==> config.mk <==
export PLATFORM = sky130hd
export DESIGN_NAME = prt_lane_parity
export DESIGN_NICKNAME = d
export VERILOG_FILES = /design/src/rtl/prt_pkg.sv /design/src/rtl/prt_lane_tree.sv /design/src/rtl/prt_mode_dec.sv /design/src/rtl/prt_lane_slice.sv /design/src/rtl/prt_lane_parity.sv
export SDC_FILE = /design/constraint.sdc
export NUM_CORES = 1
export LEC_CHECK = 0
export ABC_AREA = 1
export BUFFER_PORTS_ARGS = -buffer_cell sky130_fd_sc_hd__clkbuf_2
export CORE_MARGIN = 5
export CORE_UTILIZATION = 30
export DETAILED_ROUTE_END_ITERATION = 10
export PLACE_DENSITY = 0.66
export SYNTH_ARGS = -nofsm -noshare
export SYNTH_HDL_FRONTEND = slang
export SYNTH_SLANG_ARGS = --single-unit
==> constraint.sdc <==
create_clock -name vclk -period 2.5
set_input_delay 0.5 -clock vclk [all_inputs]
set_output_delay 0.5 -clock vclk [all_outputs]
set_load 0.01 [all_outputs]
==> src/rtl/prt_pkg.sv <==
package prt_pkg;
   typedef enum logic {
      PRT_EVEN = 1'b0,
      PRT_ODD  = 1'b1
   } prt_sense_e;

   typedef struct packed {
      logic cs_n;
      logic en;
      logic wr;
      logic mbx;
      logic gen_en;
   } prt_ctl_t;
endpackage

==> src/rtl/prt_lane_tree.sv <==
module prt_lane_tree #(
   parameter int DATA_BITS = 8
) (
   input  logic [DATA_BITS-1:0] d_i,
   output logic                 p_o
);
   localparam int HALF = DATA_BITS / 2;

   generate
      if (DATA_BITS < 1) begin : g_bad
         $error("prt_lane_tree: DATA_BITS must be at least 1");
      end
      if (DATA_BITS >= 4 && (DATA_BITS % 2) == 0) begin : g_split
         logic lo_p, hi_p;
         assign lo_p = ^d_i[HALF-1:0];
         assign hi_p = ^d_i[DATA_BITS-1:HALF];
         assign p_o  = lo_p ^ hi_p;
      end else begin : g_flat
         assign p_o = ^d_i;
      end
   endgenerate
endmodule

==> src/rtl/prt_mode_dec.sv <==
module prt_mode_dec
   import prt_pkg::*;
(
   input  prt_ctl_t ctl_i,
   output logic     gen_act_o
);
   always_comb begin
      gen_act_o = !ctl_i.cs_n && ctl_i.en && !ctl_i.wr && ctl_i.mbx && ctl_i.gen_en;
   end
endmodule

==> src/rtl/prt_lane_slice.sv <==
module prt_lane_slice #(
   parameter int DATA_BITS = 8,
   parameter bit GEN_PRESENT = 1'b1,
   localparam int LANE_W = DATA_BITS + 1
) (
   input  logic [LANE_W-1:0] chk_lane_i,
   input  logic [LANE_W-1:0] rd_lane_i,
   input  logic              gen_act_i,
   input  logic              odd_i,
   output logic              fail_o,
   output logic [LANE_W-1:0] rd_lane_o
);
   logic [DATA_BITS-1:0] tree_in;
   logic                 tree_p;

   // one tree per lane, fed from the bus or from the read word
   assign tree_in = gen_act_i ? rd_lane_i[DATA_BITS-1:0] : chk_lane_i[DATA_BITS-1:0];

   prt_lane_tree #(.DATA_BITS(DATA_BITS)) tree_i (
      .d_i (tree_in),
      .p_o (tree_p)
   );

   assign fail_o = !gen_act_i && (tree_p ^ chk_lane_i[DATA_BITS] ^ odd_i);

   generate
      if (GEN_PRESENT) begin : g_gen
         assign rd_lane_o = gen_act_i ? {tree_p ^ odd_i, rd_lane_i[DATA_BITS-1:0]}
                                      : rd_lane_i;
      end else begin : g_pass
         assign rd_lane_o = rd_lane_i;
      end
   endgenerate
endmodule

==> src/rtl/prt_lane_parity.sv <==
module prt_lane_parity
   import prt_pkg::*;
#(
   parameter int LANES       = 4,
   parameter int DATA_BITS   = 8,
   parameter bit GEN_PRESENT = 1'b1,
   localparam int LANE_W = DATA_BITS + 1,
   localparam int BUS_W  = LANES * LANE_W
) (
   input  logic [BUS_W-1:0] chk_bus_i,
   input  logic             odd_sel_i,
   input  logic             cs_n_i,
   input  logic             en_i,
   input  logic             wr_i,
   input  logic             mbx_i,
   input  logic             gen_en_i,
   input  logic [BUS_W-1:0] rd_data_i,
   output logic [BUS_W-1:0] rd_data_o,
   output logic             perr_n_o
);
   prt_ctl_t   ctl;
   prt_sense_e sense;
   logic       gen_dec;
   logic       gen_act;
   logic [LANES-1:0] lane_fail;

   generate
      if (LANES < 1) begin : g_bad_lanes
         $error("prt_lane_parity: LANES must be at least 1");
      end
   endgenerate

   assign ctl   = '{cs_n: cs_n_i, en: en_i, wr: wr_i, mbx: mbx_i, gen_en: gen_en_i};
   assign sense = prt_sense_e'(odd_sel_i);

   prt_mode_dec dec_i (
      .ctl_i     (ctl),
      .gen_act_o (gen_dec)
   );

   assign gen_act = gen_dec & GEN_PRESENT;

   generate
      for (genvar k = 0; k < LANES; k++) begin : g_lane
         prt_lane_slice #(.DATA_BITS(DATA_BITS), .GEN_PRESENT(GEN_PRESENT)) slice_i (
            .chk_lane_i (chk_bus_i[k*LANE_W +: LANE_W]),
            .rd_lane_i  (rd_data_i[k*LANE_W +: LANE_W]),
            .gen_act_i  (gen_act),
            .odd_i      (sense == PRT_ODD),
            .fail_o     (lane_fail[k]),
            .rd_lane_o  (rd_data_o[k*LANE_W +: LANE_W])
         );
      end
   endgenerate

   assign perr_n_o = ~|lane_fail;
endmodule

==> reports/metrics.cfg <==
[power]
switching_power_mw=0.2355
clockPowerShare_pct=0
design_power_total_mw=0.4349
power_dens_cells_nw_per_um2=213.5
sw_frac_of_total_pct=54.16
peakVddDrop_mv=0.08581
cellInternalPower_mw=0.1993
leakagePower_nw=1.274
p_seq_share_pct=0
comb_power_share_pct=100.0

[final_layout]
area_occupied_by_multi_input_gates_um2=1114
drive_gt1_share_pct=58.97
numSequentialCells=0
fill_cells=455
nNetsFinal=409
layout.area.seq_um2=0
finish.utilization_pct=49.85
n_clock_buffer=0
synthToLayoutAreaGrowth_pct=57.75
diodes=0

[synthesis]
synthesis.area_per_instance_um2=5.358
netlist.area_leader.share_pct=27.91
yosysTopAreaCell=nand2_1
yosys-top-cells-area=nand2_1, buf_4, inv_1, xnor2_1, nand3_1
syn-instance-count=241
mappedNetlistNets=319
synth.cell_area_um2=1291
synth.distinct_cells=19
synth_sequential_area_ratio_pct=0
synth_warnings=0

[timing]
post-route-min-period_ps=2570
period_share_pct=102.8
max_freq_ghz=0.3891
worst_slack_ps=-69.73
setup_total_negative_slack_ps=-131.3
final_hold_viol_count=0
tightestPinTransition_ps=270.0
final_max_slew_viol_count=0
rsz0062_at_grt=true
report.final.setup_viol=2
timing.slew.headroom_pct=81.87

[run_status]
run_status=finished with violations
violations=setup timing

[floorplanning]
initial_core_util_pct=31.60
die_height_um=75.61
die_area_um2=5716
io-pin-count=115
fp.dieW_um=75.61
core_um2=4086
std_cell_rows=23

[detailed_routing]
post_drt_wl_per_cell_um=10.16
violation_count_after_the_first_detailed_route_iteration=18
route.detailed.vias_per_inst=4.330
total_wirelength_um=3850
remaining_drc_errors=0
firstDrtPassIters=4
post_route_antenna_net_violation_count=0
dr_total_vias=1641

[worst_setup_path]
critical_path.max_fanout=4
critPathArrivalTime_ps=2070
worst-endpoint-required_ps=2000
worstSetupStartpointType=input port
setup.worst_path.end_class=output port
critPathKind=input port to output port

[global_route]
grt_antenna_before_repair=0
first_global_vias=1433
grt_pass1_wl_um=5195
track_usage_pct=10.89
grt_max_degree=24
globalRouteOverflowTotal=0

[place]
hpwlAfterDp_um=3025
io_buffer_count=115
globalplace.congestion=0.7408

[run]
maxCapViolCount=0

[hold_path]
min-delay-path-class=input port to output port

[layout by cell type, fill, tap and decap left out, drive strengths merged]
cell and n:
clkbuf 108, nand3b 1, buf 16, xnor2 15, nand3 24, inv 35
nand2 106, nor2 6, o21ai 4, xor2 12, a31oi 2
[through the flow]
stage / setup WS (ps) / cell area (um^2) / std cells / hold WS, ps
floorplan: 318.8 / 1291 / 241 / 1092
global placement: -0.7403 / 1695 / 375 / 1213
detailed placement: -53.20 / 1695 / 375 / 1215
CTS: -48.54 / 1704 / 375 / 1215
global route: -222.2 / 2037 / 379 / 1223
finish: -69.73 / 2037 / 379 / 1212
[kinds of logic after synthesis]
group | synth area share, %
AOI/OAI and AO/OA | 2.810
xor gates and xnor gates | 18.90
buffers and inverters | 32.17
and+or+nand+nor | 46.12
[final cells by class]
class              instances  area share, %
well taps                 50          3.071
multi-input cells        170          54.67
repair buffers           124          35.81
inverters                 35          6.450
[worst paths after layout]
kind                  cells past startpoint         start  slack, ps      endpoint
worst max-delay path                     15          wr_i        -70  rd_data_o[8]
worst min-delay path                      2  rd_data_i[2]       1210  rd_data_o[2]
[power groups by stage]
stage | clock network, mW | registers, mW | logic, mW
floorplan | 0 | 0 | 0.244
global placement | 0 | 0 | 0.342
detailed placement | 0 | 0 | 0.348
CTS | 0 | 0 | 0.351
global route | 0 | 0 | 0.489
finish | 0 | 0 | 0.435
[Yosys cell counts (all sizes together)]
cell      n
o21ai     4
a31oi     2
xor2     12
nand2   106
xnor2    15
nand3b    1
nand3    24
clkbuf    1
buf      35
nor2      6
inv      35
[what timing repair did]
item | CTS | global route
resized for setup | 1 | 83
setup endpoints to repair | 2 | 5
buffers inserted | 0 | 1
pin swaps | 0 | 37
hold buffers | 0 | 0
cloned | 0 | 3
[critical path, stage by stage]
cell and delay (ps):
buf_8 100, inv_2 40, nand2_2 60, nor2_4 200, clkbuf_16 200, nand2_4 50
nand2_4 70, inv_2 40, nand2_1 60, nand3b_1 110, nand3_1 110, nand2_1 80
buf_4 120, o21ai_0 150, buf_2 160
[routing by layer]
layer / share of wire [%] / global-route usage, % / up-vias
li1: - / - / 873
met5: 0 / 0 / -
met3: 7.6 / 0.7916 / 4
met4: 0.91 / 0.5825 / 0
met2: 59 / 23.78 / 58
met1: 33 / 11.42 / 706
(Power assumes the default switching activity.)
